**config.mk**
```make
export PLATFORM = sky130hd
export DESIGN_NAME = pll_fbdiv
export DESIGN_NICKNAME = d
export VERILOG_FILES = /design/src/rtl/pll_fbdiv_pkg.sv /design/src/rtl/pll_fbdiv_cfg.sv /design/src/rtl/pll_fbdiv_count.sv /design/src/rtl/pll_fbdiv.sv
export SDC_FILE = /design/constraint.sdc
export NUM_CORES = 1
export LEC_CHECK = 0
export BUFFER_PORTS_ARGS = -buffer_cell sky130_fd_sc_hd__buf_2
export CAP_MARGIN = 20
export CORE_ASPECT_RATIO = 0.7
export CORE_MARGIN = 4
export CORE_UTILIZATION = 30
export DETAILED_ROUTE_END_ITERATION = 6
export HOLD_SLACK_MARGIN = 0.06
export PLACE_DENSITY = 0.58
export SLEW_MARGIN = 20
export SYNTH_ARGS = -nofsm -noshare
export SYNTH_HDL_FRONTEND = slang
export SYNTH_SLANG_ARGS = --single-unit
export TNS_END_PERCENT = 30
```
**constraint.sdc**
```tcl
create_clock -name clk_i -period 4.3 [get_ports clk_i]
set_input_delay 0.43 -clock clk_i [delete_from_list [all_inputs] [get_ports clk_i]]
set_output_delay 0.43 -clock clk_i [all_outputs]
set_load 0.01 [all_outputs]
```
**src/rtl/pll_fbdiv_pkg.sv**
```systemverilog
package pll_fbdiv_pkg;

  localparam int unsigned PRE_W = 6;  // holds P+1 up to 33

  typedef enum logic [2:0] {
    MODE_FIX1  = 3'b000,
    MODE_FIX2  = 3'b001,
    MODE_DM2   = 3'b010,
    MODE_DM4   = 3'b011,
    MODE_DM8   = 3'b100,
    MODE_DM16  = 3'b101,
    MODE_DM32  = 3'b110,
    MODE_FIX3  = 3'b111
  } pre_mode_e;

  typedef struct packed {
    logic [PRE_W-1:0] p;
    logic             dual;
  } pre_cfg_t;

  function automatic pre_cfg_t decode_mode(input logic [2:0] code);
    pre_cfg_t r;
    unique case (code)
      MODE_FIX1: r = '{p: 6'd1,  dual: 1'b0};
      MODE_FIX2: r = '{p: 6'd2,  dual: 1'b0};
      MODE_DM2:  r = '{p: 6'd2,  dual: 1'b1};
      MODE_DM4:  r = '{p: 6'd4,  dual: 1'b1};
      MODE_DM8:  r = '{p: 6'd8,  dual: 1'b1};
      MODE_DM16: r = '{p: 6'd16, dual: 1'b1};
      MODE_DM32: r = '{p: 6'd32, dual: 1'b1};
      default:   r = '{p: 6'd3,  dual: 1'b0};
    endcase
    return r;
  endfunction

endpackage

```
**src/rtl/pll_fbdiv_cfg.sv**
```systemverilog
module pll_fbdiv_cfg
  import pll_fbdiv_pkg::*;
#(
  parameter int unsigned A_W = 6,
  parameter int unsigned B_W = 13
) (
  input  logic             clk_i,
  input  logic             rst_ni,
  input  logic             load_i,
  input  logic [2:0]       mode_i,
  input  logic [A_W-1:0]   a_i,
  input  logic [B_W-1:0]   b_i,
  output logic [PRE_W-1:0] p_o,
  output logic             dual_o,
  output logic [A_W-1:0]   a_o,
  output logic [B_W-1:0]   b_o,
  output logic             bad_o
);

  localparam int unsigned PAD_W = B_W - A_W;

  logic [2:0]     mode_q;
  logic [A_W-1:0] a_q;
  logic [B_W-1:0] b_q;
  pre_cfg_t       dec;

  always_ff @(posedge clk_i or negedge rst_ni) begin
    if (!rst_ni) begin
      mode_q <= MODE_DM32;
      a_q    <= '0;
      b_q    <= B_W'(1);
    end else if (load_i) begin
      mode_q <= mode_i;
      a_q    <= a_i;
      b_q    <= b_i;
    end
  end

  always_comb begin
    dec    = decode_mode(mode_q);
    p_o    = dec.p;
    dual_o = dec.dual;
    a_o    = a_q;
    b_o    = b_q;
    // swallow count may not exceed coarse count; B=0 has no period
    bad_o  = (b_q == '0) || (dec.dual && ({{PAD_W{1'b0}}, a_q} > b_q));
  end

  assert_cfg_hold_R7: assert property (@(posedge clk_i) disable iff (!rst_ni)
    !load_i |=> ($stable(mode_q) && $stable(a_q) && $stable(b_q)));

endmodule

```
**src/rtl/pll_fbdiv_count.sv**
```systemverilog
module pll_fbdiv_count
  import pll_fbdiv_pkg::*;
#(
  parameter int unsigned A_W = 6,
  parameter int unsigned B_W = 13
) (
  input  logic             clk_i,
  input  logic             rst_ni,
  input  logic             clr_i,
  input  logic [PRE_W-1:0] p_i,
  input  logic             dual_i,
  input  logic [A_W-1:0]   a_i,
  input  logic [B_W-1:0]   b_i,
  input  logic             bad_i,
  output logic             load_o,
  output logic             pulse_o,
  output logic             err_o
);

  localparam int unsigned PAD_W = B_W - A_W;

  logic             pend_q;
  logic [PRE_W-1:0] pre_q;
  logic [B_W-1:0]   bidx_q;
  logic             pulse_q;
  logic             swallow;
  logic [PRE_W-1:0] modulus;
  logic             pre_wrap;
  logic             term;

  always_comb begin
    swallow  = dual_i && (bidx_q < {{PAD_W{1'b0}}, a_i});
    modulus  = p_i + PRE_W'(swallow);
    pre_wrap = (pre_q == modulus - PRE_W'(1));
    term     = !pend_q && !bad_i && pre_wrap && (bidx_q == b_i - B_W'(1));
    load_o   = !clr_i && (pend_q || bad_i || term);
  end

  always_ff @(posedge clk_i or negedge rst_ni) begin
    if (!rst_ni) begin
      pend_q  <= 1'b1;
      pre_q   <= '0;
      bidx_q  <= '0;
      pulse_q <= 1'b0;
    end else if (clr_i) begin
      pend_q  <= 1'b1;
      pre_q   <= '0;
      bidx_q  <= '0;
      pulse_q <= 1'b0;
    end else begin
      pulse_q <= term;
      if (load_o) begin
        pend_q <= 1'b0;
        pre_q  <= '0;
        bidx_q <= '0;
      end else if (pre_wrap) begin
        pre_q  <= '0;
        bidx_q <= bidx_q + B_W'(1);
      end else begin
        pre_q  <= pre_q + PRE_W'(1);
      end
    end
  end

  assign pulse_o = pulse_q;
  assign err_o   = bad_i && !pend_q;

  assert_pre_bound_R2: assert property (@(posedge clk_i) disable iff (!rst_ni)
    (!pend_q && !bad_i) |-> (pre_q < modulus));

  assert_b_bound_R4: assert property (@(posedge clk_i) disable iff (!rst_ni)
    (!pend_q && !bad_i) |-> (bidx_q < b_i));

  assert_pulse_restart_R4: assert property (@(posedge clk_i) disable iff (!rst_ni)
    pulse_q |-> (pre_q == '0 && bidx_q == '0));

  assert_err_quiet_R6: assert property (@(posedge clk_i) disable iff (!rst_ni)
    (bad_i && !pend_q) |=> !pulse_q);

  assert_clear_R8: assert property (@(posedge clk_i) disable iff (!rst_ni)
    clr_i |=> (!pulse_q && pend_q && !err_o));

endmodule

```
**src/rtl/pll_fbdiv.sv**
```systemverilog
module pll_fbdiv
  import pll_fbdiv_pkg::*;
#(
  parameter int unsigned A_W = 6,
  parameter int unsigned B_W = 13
) (
  input  logic           clk_i,
  input  logic           rst_ni,
  input  logic           sync_clr_i,
  input  logic [2:0]     mode_i,
  input  logic [A_W-1:0] a_cnt_i,
  input  logic [B_W-1:0] b_cnt_i,
  output logic           pulse_o,
  output logic           cfg_err_o
);

  logic             load;
  logic [PRE_W-1:0] p_val;
  logic             dual;
  logic [A_W-1:0]   a_val;
  logic [B_W-1:0]   b_val;
  logic             bad;

  pll_fbdiv_cfg #(.A_W(A_W), .B_W(B_W)) i_cfg (
    .clk_i  (clk_i),
    .rst_ni (rst_ni),
    .load_i (load),
    .mode_i (mode_i),
    .a_i    (a_cnt_i),
    .b_i    (b_cnt_i),
    .p_o    (p_val),
    .dual_o (dual),
    .a_o    (a_val),
    .b_o    (b_val),
    .bad_o  (bad)
  );

  pll_fbdiv_count #(.A_W(A_W), .B_W(B_W)) i_count (
    .clk_i   (clk_i),
    .rst_ni  (rst_ni),
    .clr_i   (sync_clr_i),
    .p_i     (p_val),
    .dual_i  (dual),
    .a_i     (a_val),
    .b_i     (b_val),
    .bad_i   (bad),
    .load_o  (load),
    .pulse_o (pulse_o),
    .err_o   (cfg_err_o)
  );

  assert_err_no_pulse_R6: assert property (@(posedge clk_i) disable iff (!rst_ni)
    (cfg_err_o && $past(cfg_err_o)) |-> !pulse_o);

endmodule

```
==> results of run 1 <==
through the flow:
stage,util [%],cells
global placement,33.3,455
detailed placement,33.3,455
global route,35.9,467
CTS,35.1,463
floorplan,-,313
finish,35.9,467
how the worst max path moves through the flow:
| stage | cells after the start | slack [ns] | endpoint | start |
|---|---|---|---|---|
| final | 16 | 0.23 | i_cfg.a_o[1] | i_count.bidx_q[1] |
| after global routing | 17 | 0.02 | i_cfg.a_o[1] | i_cfg.a_o[1] |
| after CTS | 16 | 0.08 | i_cfg.b_o[1] | i_count.bidx_q[1] |
| after detailed placement | 16 | 0.12 | i_cfg.b_o[1] | i_count.bidx_q[1] |
| after global placement | 16 | 0.23 | i_cfg.a_o[0] | i_count.bidx_q[1] |
| after floorplan | 17 | 0.31 | i_cfg.a_o[0] | i_count.bidx_q[1] |
cells in the final DEF, fill, tap and decap left out, drive strengths merged, types with 7 or more instances in the layout:
cell / count
nand3: 24
xnor2: 25
nand2: 18
ha: 17
inv: 15
and3: 10
a21oi: 7
clkbuf: 7
xor2: 9
nor2: 27
mux2: 22
buf: 34
nand4: 10
dfrtp: 39
nor4: 12
power by group through the flow:
stage | Combinational, mW | Sequential [mW] | Clock (mW)
after floorplan | 0.258 | 0.483 | 0
after global placement | 0.315 | 0.510 | 0
after detailed placement | 0.324 | 0.513 | 0
after CTS | 0.326 | 0.505 | 0.468
after global routing | 0.380 | 0.514 | 0.486
final | 0.341 | 0.506 | 0.455
sequential cells by signal, summed over array words and instances (netlist names):
signal,flops
i_cfg.a_o,6
i_cfg.b_o,13
i_cfg.mode_q,3
i_count.bidx_q,13
i_count.pend_q,1
i_count.pre_q,6
i_count.pulse_o,1
synth_stat cells, types with 3 or more instances:
library cell,n
nor4_1,12
dfrtp_1,39
nor2_1,27
dfstp_2,4
inv_1,15
nand3_1,24
clkbuf_1,14
a21oi_1,7
and3_1,10
o21ai_0,5
nand4_1,9
nor3b_1,3
nand2_1,18
nor3_1,6
a21o_1,4
a32oi_1,4
xor2_1,9
ha_1,17
mux2_2,20
xnor2_1,25
nand3b_1,4
critical path: cells and delay by family, from the launching register on:
family / cells / cell delay (ns)
buf+inv: 1 / 0.22
xor+xnor: 1 / 0.17
simple gates: 4 / 1.10
flops: 1 / 0.44
mux: 1 / 0.33
compound gates: 7 / 1.15
fa+ha+maj: 2 / 0.53
area by class of cell:
type | instances | area [um^2] | area share [%]
Clock buffer | 6 | 139 | 4.01
Clock inverter | 2 | 35.0 | 1.01
Inverter | 15 | 56.3 | 1.62
Multi-Input combinational cell | 238 | 1760 | 50.8
Sequential cell | 43 | 1080 | 31.2
Tap cell | 128 | 160 | 4.62
Timing Repair Buffer | 35 | 234 | 6.75
cells by family after synthesis:
| group | after synthesis | synth area share (%) |
|---|---|---|
| simple gates | 131 | 24.5 |
| flops | 43 | 36.6 |
| compound gates | 34 | 8.68 |
| xor+xnor | 34 | 10.1 |
| buf+inv | 32 | 4.61 |
| mux | 22 | 8.38 |
| fa+ha+maj | 17 | 7.19 |
routing by layer:
metal | wire, um | vias up | track usage (%)
met3 | 381 | 8 | 3.47
li1 | - | 1187 | -
met1 | 3830 | 1158 | 18.8
met5 | 0 | - | 0
met4 | 116 | 0 | 5.09
met2 | 2860 | 51 | 16.8
repair_timing:
item,CTS,global route
buffers inserted,0,2
endpoints found under the setup margin,0,22
resized for setup,0,7
==> impl_metrics.py, run 1 <==
metrics = {
    "run_status": {
        "status": "finished, final reports clean",
    },
    "place": {
        "place.port_buffers": 26,
        "place_worst_setup_slack_ns": 0.123,
        "dpl-instance-area_um2": 3220,
        "hpwl_um": 5080,
        "routabilityCongestion": 0.787,
    },
    "setup_path": {
        "crit_path_frequent_cell": "a21o_1",
        "critPathMaxFanout": 6,
        "cp.required_ns": 4.48,
        "reg2reg_to": "i_cfg.a_o[1]",
        "path_cells": "ha_1, o21ai_0, nand2b_1, a21o_1, a21o_1, a21oi_2, o2111ai_2, ha_2, or4b_2, o211ai_1, xnor2_1, and4_4, nand4_4, a31oi_4, clkbuf_16, mux2_2",
        "path_class": "register to register",
        "r2r_setup_slack_ns": 0.23,
        "worstRegToRegCells": 16,
        "worstReg2RegStart": "i_count.bidx_q[1]",
        "endpoint_kind": "register",
        "slowest_delay_ns": 0.66,
        "worstPathArrival_ns": 4.25,
        "crit_slowest_cell": "or4b_2",
        "crit_path_start_kind": "register",
    },
    "power": {
        "p_seq_share_pct": 38.9,
        "finalPower_mw": 1.30,
        "power_switching_mw": 0.400,
        "power.internal_mw": 0.902,
        "power_frac_comb_pct": 26.2,
        "vdd_drop_max_uv": 140,
        "p_sw_share_pct": 30.7,
        "p_leak_nw": 1.51,
        "clockPowerShare_pct": 34.9,
        "power_density_nw_per_um2": 376,
    },
    "finish": {
        "nFillCells": 954,
        "fin_nets": 380,
        "syn_to_final_growth_pct": 17.3,
        "antenna_cells": 0,
        "drive_above_1_share_pct": 24.5,
        "stdcell_area_um2": 3470,
    },
    "route": {
        "drt-initial-drc-count": 115,
        "final_antenna_net_count": 0,
        "wl_um": 7190,
        "first_pass_iters": 4,
        "vias": 2404,
        "vias_per_cell": 5.15,
        "wire_per_inst_um": 15.4,
        "drc": 0,
    },
    "sta": {
        "rsz0062_at_grt": "no",
        "period_minus_slack_ns": 4.07,
        "hold_viol_final": 0,
        "slew_headroom_pct": 57.7,
        "finalSetupViolations": 0,
        "worst_slack_ns": 0.227,
        "final.setup.tns_ns": 0,
        "drv_slew": 0,
        "worst_clock_skew_ns": 0.00712,
        "holdWs_ns": 0.120,
        "worst_slew_pin_slew_ns": 0.635,
        "period_share_pct": 94.7,
        "fmax_ghz": 0.246,
    },
    "clocking": {
        "clk_latency_ns": 0.30,
        "clockBufferDepth": 2,
        "cts_tree": "yes",
        "cts_hold_buf": 0,
        "htree_levels": 2,
        "numCtsBuffers": 5,
        "clock_tree.root_cell": "clkbuf_16",
        "clock-sinks": 43,
        "clk_pin_slew_worst_paths_ns": 0.06,
    },
    "synth": {
        "synth-edff-count": 0,
        "synth-seq-cells": 43,
        "synth.distinct_cells": 48,
        "synth_top_area_share_pct": 33.0,
        "netlist_instances": 313,
        "synth.area.top_cells": "dfrtp_1 (33%), mux2_2 (7.6%), xnor2_1 (7.4%), ha_1 (7.2%), nand3_1 (4.1%)",
        "synth_top_flop_cell": "dfrtp_1",
        "synth_area_um2": 2960,
        "ys_seq_area_share_pct": 36.6,
        "synth_nets": 355,
        "synth_top_cell_by_area": "dfrtp_1",
        "async_reset_ff_share_pct": 100,
        "avgSynthCellArea_um2": 9.45,
        "synth_warnings": 0,
    },
    "floorplan": {
        "die_h_um": 91.1,
        "ios": 27,
        "start_util_pct": 30.6,
        "die_w_um": 127,
        "core_um2": 9650,
        "dieArea_um2": 11500,
        "rows": 30,
    },
    "global_route": {
        "antenna_found_initial": 0,
        "grt-ovfl-total": 0,
        "grt_pass1_vias": 2239,
        "grt_max_degree": 44,
        "grtUsageTotal_pct": 12.6,
        "grt_pass1_wl_um": 11500,
    },
    "run": {
        "cap_violations": 0,
    },
    "worst_hold_path": {
        "hp-class": "input port to asynchronous set/reset pin",
    },
}
(Power assumes the default switching activity.)
==> run 2, diff against run 1 <==
Settings changed: ABC_AREA set to 0, CORE_UTILIZATION 30 to 40, PLACE_DENSITY 0.58 to 0.69.
==> impl_metrics.py, run 2 (synthesis gave the netlist of run 1 again) <==
metrics = {
    "worst_hold_path": {
        "hp-class": "input port to asynchronous set/reset pin",
    },
    "power": {
        "clockPowerShare_pct": 31.4,
        "vdd_drop_max_uv": 158,
        "power.internal_mw": 0.834,
        "power_switching_mw": 0.381,
        "p_seq_share_pct": 41.6,
        "power_density_nw_per_um2": 366,
        "power_frac_comb_pct": 27.0,
        "p_leak_nw": 1.45,
        "p_sw_share_pct": 31.4,
    },
    "place": {
        "routabilityCongestion": 0.870,
        "place.port_buffers": 26,
        "dpl-instance-area_um2": 3170,
        "hpwl_um": 5150,
    },
    "route": {
        "wl_um": 6810,
        "vias_per_cell": 5.52,
        "final_antenna_net_count": 0,
        "vias": 2367,
        "drc": 0,
        "first_pass_iters": 4,
        "wire_per_inst_um": 15.9,
        "drt-initial-drc-count": 140,
    },
    "setup_path": {
        "reg2reg_to": "i_cfg.a_o[1]",
        "cp.required_ns": 4.49,
        "worstRegToRegCells": 16,
        "critPathMaxFanout": 22,
        "endpoint_kind": "register",
        "worstReg2RegStart": "i_count.bidx_q[1]",
        "crit_path_start_kind": "register",
        "r2r_setup_slack_ns": 0.23,
        "path_class": "register to register",
        "worstPathArrival_ns": 4.26,
    },
    "sta": {
        "hold_viol_final": 0,
        "period_minus_slack_ns": 4.07,
        "worst_slew_pin_slew_ns": 0.630,
        "fmax_ghz": 0.246,
        "worst_clock_skew_ns": 0.00752,
        "rsz0062_at_grt": "no",
        "period_share_pct": 94.7,
        "final.setup.tns_ns": 0,
        "finalSetupViolations": 0,
        "slew_headroom_pct": 57.9,
        "drv_slew": 0,
    },
    "clocking": {
        "clk_pin_slew_worst_paths_ns": 0.09,
        "cts_tree": "yes",
        "cts_hold_buf": 0,
        "post_cts_buffers": 0,
        "clockBufferDepth": 2,
        "clock-sinks": 43,
        "clock_tree.root_cell": "clkbuf_8",
        "htree_levels": 2,
        "clk_latency_ns": 0.31,
        "numCtsBuffers": 5,
    },
    "global_route": {
        "grtUsageTotal_pct": 16.5,
        "grt_pass1_wl_um": 11700,
        "grt_pass1_vias": 2309,
        "grt_max_degree": 44,
        "antenna_found_initial": 0,
        "grt-ovfl-total": 0,
    },
    "finish": {
        "layout_common_cells": "dfrtp_1 (39), nor2_1 (27), xnor2_1 (25), buf_2 (25), nand3_1 (24)",
        "final_common_cell": "dfrtp_1",
        "drive_above_1_share_pct": 22.4,
        "stdcell_area_um2": 3320,
        "nFillCells": 669,
        "antenna_cells": 0,
        "fin_nets": 376,
        "syn_to_final_growth_pct": 12.2,
    },
    "run": {
        "cap_violations": 0,
    },
    "run_status": {
        "status": "finished, final reports clean",
    },
    "floorplan": {
        "ios": 27,
        "dieArea_um2": 8850,
        "die_h_um": 79.9,
        "rows": 25,
        "core_um2": 6980,
        "die_w_um": 111,
        "start_util_pct": 42.4,
    },
}
## run 2: worst max-delay path by stage
stage | startpoint | endpoint | slack, ns | cells past startpoint
CTS | i_count.bidx_q[1] | i_cfg.a_o[1] | 0.17 | 16
floorplan | i_count.bidx_q[1] | i_cfg.a_o[0] | 0.31 | 17
global route | i_cfg.a_o[1] | i_cfg.a_o[1] | 0.04 | 17
global placement | i_count.bidx_q[1] | i_cfg.b_o[8] | 0.36 | 16
detailed placement | i_count.bidx_q[1] | i_cfg.a_o[1] | 0.23 | 16
finish | i_count.bidx_q[1] | i_cfg.a_o[1] | 0.23 | 16
## run 2: final cells by class
cell class / count / area [um^2] / share of cell area, %
sequential: 43 / 1080 / 32.6
tap: 94 / 118 / 3.55
multi-input combinational: 238 / 1740 / 52.5
inverter: 15 / 56.3 / 1.70
clock inverter: 3 / 67.6 / 2.04
timing repair buffer: 31 / 183 / 5.51
clock buffer: 5 / 68.8 / 2.07
## run 2: repair_timing
| item | CTS | global route |
|---|---|---|
| endpoints found under the setup margin | 0 | 19 |
| endpoints found under the hold margin | 0 | 0 |
| gates resized for setup | 0 | 2 |
## run 2: critical path, stage by stage, from the launching register on
cell	delay, ns
dfrtp_1	0.46
ha_1	0.30
o21ai_0	0.08
nand2b_1	0.08
a21o_1	0.18
a21o_1	0.18
a21oi_1	0.13
o2111ai_1	0.14
ha_2	0.25
or4b_2	0.66
o211ai_1	0.13
xnor2_1	0.16
and4_2	0.29
nand4_4	0.11
a31oi_4	0.25
buf_12	0.19
mux2_2	0.37
## run 2: power by group through the flow
stage	clock, mW	combinational [mW]	sequential (mW)
2_1_floorplan	0	0.258	0.483
3_3_place_gp	0	0.314	0.509
3_5_place_dp	0	0.324	0.513
4_1_cts	0.389	0.326	0.505
5_1_grt	0.405	0.367	0.513
6_report	0.382	0.328	0.505
## run 2: per-stage QoR
stage / setup slack (ns) / hold WS [ns] / utilization, % / std cells / total power, mW
finish: 0.227 / 0.108 / 47.6 / 429 / 1.22
global route: 0.0360 / 0.150 / 47.6 / 429 / 1.28
CTS: 0.169 / 0.255 / 47.5 / 429 / 1.22
detailed placement: 0.232 / 0.516 / 45.5 / 421 / 0.837
global placement: 0.356 / 0.494 / 45.5 / 421 / 0.824
floorplan: 0.314 / 0.134 / - / 313 / 0.741
## run 2: metal layers
layer  wire length (um)  vias to the layer above  GRT usage, %
li1                   -                     1179             -
met1               3600                     1131          24.1
met2               2880                       51          24.5
met3                268                        6          3.11
met4                 61                        0          5.54
met5                  0                        -             0
==> run 3, diff against run 2 <==
Settings changed: ABC_AREA 0 to 1.
==> impl_metrics.py, run 3 <==
metrics = {
    "finish": {
        "final_util_pct": 45.3,
        "fin_nets": 525,
        "final_common_cell": "nand2_1",
        "syn_to_final_growth_pct": 10.6,
        "antenna_cells": 0,
        "layout_common_cells": "nand2_1 (144), nor2_1 (60), inv_1 (49)",
        "drive_above_1_share_pct": 14.3,
    },
    "route": {
        "drc": 0,
        "vias": 2981,
        "final_antenna_net_count": 0,
        "drt-initial-drc-count": 195,
        "first_pass_iters": 5,
        "vias_per_cell": 5.10,
        "wire_per_inst_um": 13.3,
        "wl_um": 7780,
    },
    "synth": {
        "avgSynthCellArea_um2": 6.90,
        "synth.area.top_cells": "dfrtp_1 (30%), nand2_1 (17%), nand3_1 (7.0%), nor2_1 (7.0%), ha_1 (6.6%)",
        "synth.distinct_cells": 33,
        "synth.most_common_cell": "nand2_1",
        "synth_top_cells_by_count": "nand2_1 (144), nor2_1 (60), inv_1 (49)",
        "synth_top_cell_by_area": "dfrtp_1",
        "synth_top_area_share_pct": 30.4,
        "async_reset_ff_share_pct": 100,
        "synth_warnings": 0,
        "ys_seq_area_share_pct": 33.7,
        "synth-edff-count": 0,
        "netlist_instances": 465,
        "synth_area_um2": 3210,
        "synth-seq-cells": 43,
        "synth_nets": 507,
        "synth_top_flop_cell": "dfrtp_1",
    },
    "power": {
        "vdd_drop_max_uv": 217,
        "p_seq_share_pct": 36.9,
        "clockPowerShare_pct": 36.1,
        "power_frac_comb_pct": 27.0,
        "p_sw_share_pct": 33.1,
        "power_density_nw_per_um2": 381,
        "p_leak_nw": 1.83,
        "power.internal_mw": 0.906,
        "power_switching_mw": 0.448,
    },
    "sta": {
        "fmax_ghz": 0.287,
        "slew_headroom_pct": 63.6,
        "period_share_pct": 81.0,
        "finalSetupViolations": 0,
        "period_minus_slack_ns": 3.48,
        "worst_clock_skew_ns": 0.00685,
        "hold_viol_final": 0,
        "worst_slew_pin_slew_ns": 0.546,
        "final.setup.tns_ns": 0,
        "drv_slew": 0,
        "rsz0062_at_grt": "no",
    },
    "clocking": {
        "post_cts_buffers": 0,
        "clk_pin_slew_worst_paths_ns": 0.06,
        "cts_resized": 0,
        "cts_tree": "yes",
        "clk_latency_ns": 0.29,
        "clock-sinks": 43,
        "clockBufferDepth": 2,
        "numCtsBuffers": 5,
        "htree_levels": 2,
        "clock_tree.root_cell": "clkbuf_16",
        "cts_hold_buf": 0,
    },
    "global_route": {
        "grt_pass1_wl_um": 13600,
        "grt_pass1_vias": 2836,
        "grt-ovfl-total": 0,
        "grtUsageTotal_pct": 17.4,
        "grt_max_degree": 44,
        "antenna_found_initial": 0,
    },
    "run_status": {
        "status": "finished, final reports clean",
    },
    "floorplan": {
        "die_h_um": 83.0,
        "ios": 27,
        "die_w_um": 115,
        "core_um2": 7840,
        "rows": 27,
        "dieArea_um2": 9550,
        "start_util_pct": 41.0,
    },
    "setup_path": {
        "crit_slowest_cell": "dfrtp_1",
        "crit_path_start_kind": "register",
        "critPathMaxFanout": 23,
        "slowest_delay_ns": 0.46,
        "crit_path_frequent_cell": "nand2_1",
        "worstPathArrival_ns": 3.66,
        "cp.required_ns": 4.48,
        "worst-path-buf-inv": 0,
        "path_cells": "ha_1, nand2_1, nor2_1, o21ai_0, o211ai_1, nand3_1, nand4_1, ha_1, ha_1, xor2_1, nand2_1, nor2_1, nand3_2, nor2_8, nand3_4, nand2_4, nand2_2, nand2_1, nand2_1",
        "cp_top_family": "simple AND/OR/NAND/NOR gates",
        "path_class": "register to register",
        "endpoint_kind": "register",
    },
    "place": {
        "hpwl_um": 5930,
        "place.port_buffers": 26,
        "routabilityCongestion": 0.838,
    },
    "run": {
        "cap_violations": 0,
    },
    "worst_hold_path": {
        "hp-class": "input port to asynchronous set/reset pin",
    },
}
## run 3: worst reg2reg max path, cell delays in order, from the launching register on
cell and delay, ns:
dfrtp_1 0.46, ha_1 0.33, nand2_1 0.09, nor2_1 0.05, o21ai_0 0.06, o211ai_1 0.10
nand3_1 0.08, nand4_1 0.08, ha_1 0.23, ha_1 0.29, xor2_1 0.16, nand2_1 0.07
nor2_1 0.13, nand3_2 0.14, nor2_8 0.19, nand3_4 0.14, nand2_4 0.23, nand2_2 0.29
nand2_1 0.17, nand2_1 0.06
## run 3: cell type report
class	instances	area [um^2]
clock inverter	2	60.1
sequential	43	1080
inverter	61	231
fill	822	4290
timing repair buffer	26	133
tap	101	126
clock buffer	6	129
multi-input combinational	346	1790
## run 3: power groups by stage
stage / clock network, mW / registers, mW / logic [mW]
after floorplan: 0 / 0.476 / 0.303
final: 0.489 / 0.500 / 0.365
after global placement: 0 / 0.505 / 0.348
after global routing: 0.515 / 0.506 / 0.425
after detailed placement: 0 / 0.506 / 0.359
after CTS: 0.496 / 0.499 / 0.367
## run 3: final timing paths
check / startpoint / end / slack [ns] / cells after the start
worst max-delay path: i_count.bidx_q[4] / i_cfg.a_o[0] / 0.82 / 19
worst min-delay path: rst_ni / i_count.pre_q[1] / 0.13 / 1
worst max register to register: i_count.bidx_q[4] / i_cfg.a_o[0] / 0.82 / 19
worst min register to register: i_cfg.a_o[0] / i_cfg.a_o[0] / 0.50 / 2
max in group asynchronous: rst_ni / i_count.pend_q / 3.79 / 1
min in group clk_i: sync_clr_i / i_count.pend_q / 0.27 / 1
## run 3: kinds of logic after synthesis
family / after synthesis / synth area share, %
XOR/XNOR: 21 / 5.73
AO/OA/AOI/OAI: 21 / 3.59
AND/OR/NAND/NOR: 287 / 39.9
buffers and inverters: 76 / 10.5
adder cells (fa/ha/maj): 17 / 6.62
flip-flops: 43 / 33.7
## run 3: stage by stage
stage / setup slack (ns) / cell area [um^2] / hold slack (ns) / std cells / total power, mW
after floorplan: 1.45 / 3210 / 0.134 / 465 / 0.779
after global placement: 0.942 / 3360 / 0.467 / 577 / 0.853
after detailed placement: 0.830 / 3360 / 0.490 / 577 / 0.866
after CTS: 0.798 / 3550 / 0.260 / 585 / 1.36
after global routing: 0.417 / 3550 / 0.195 / 585 / 1.45
final: 0.817 / 3550 / 0.126 / 585 / 1.35
## run 3: per-layer routing
layer	vias up	share of wire [%]	global-route usage, %
li1	1498	-	-
met4	0	0.81	3.30
met3	8	6.1	3.28
met5	-	0	0
met1	1390	52	27.0
met2	85	41	25.2
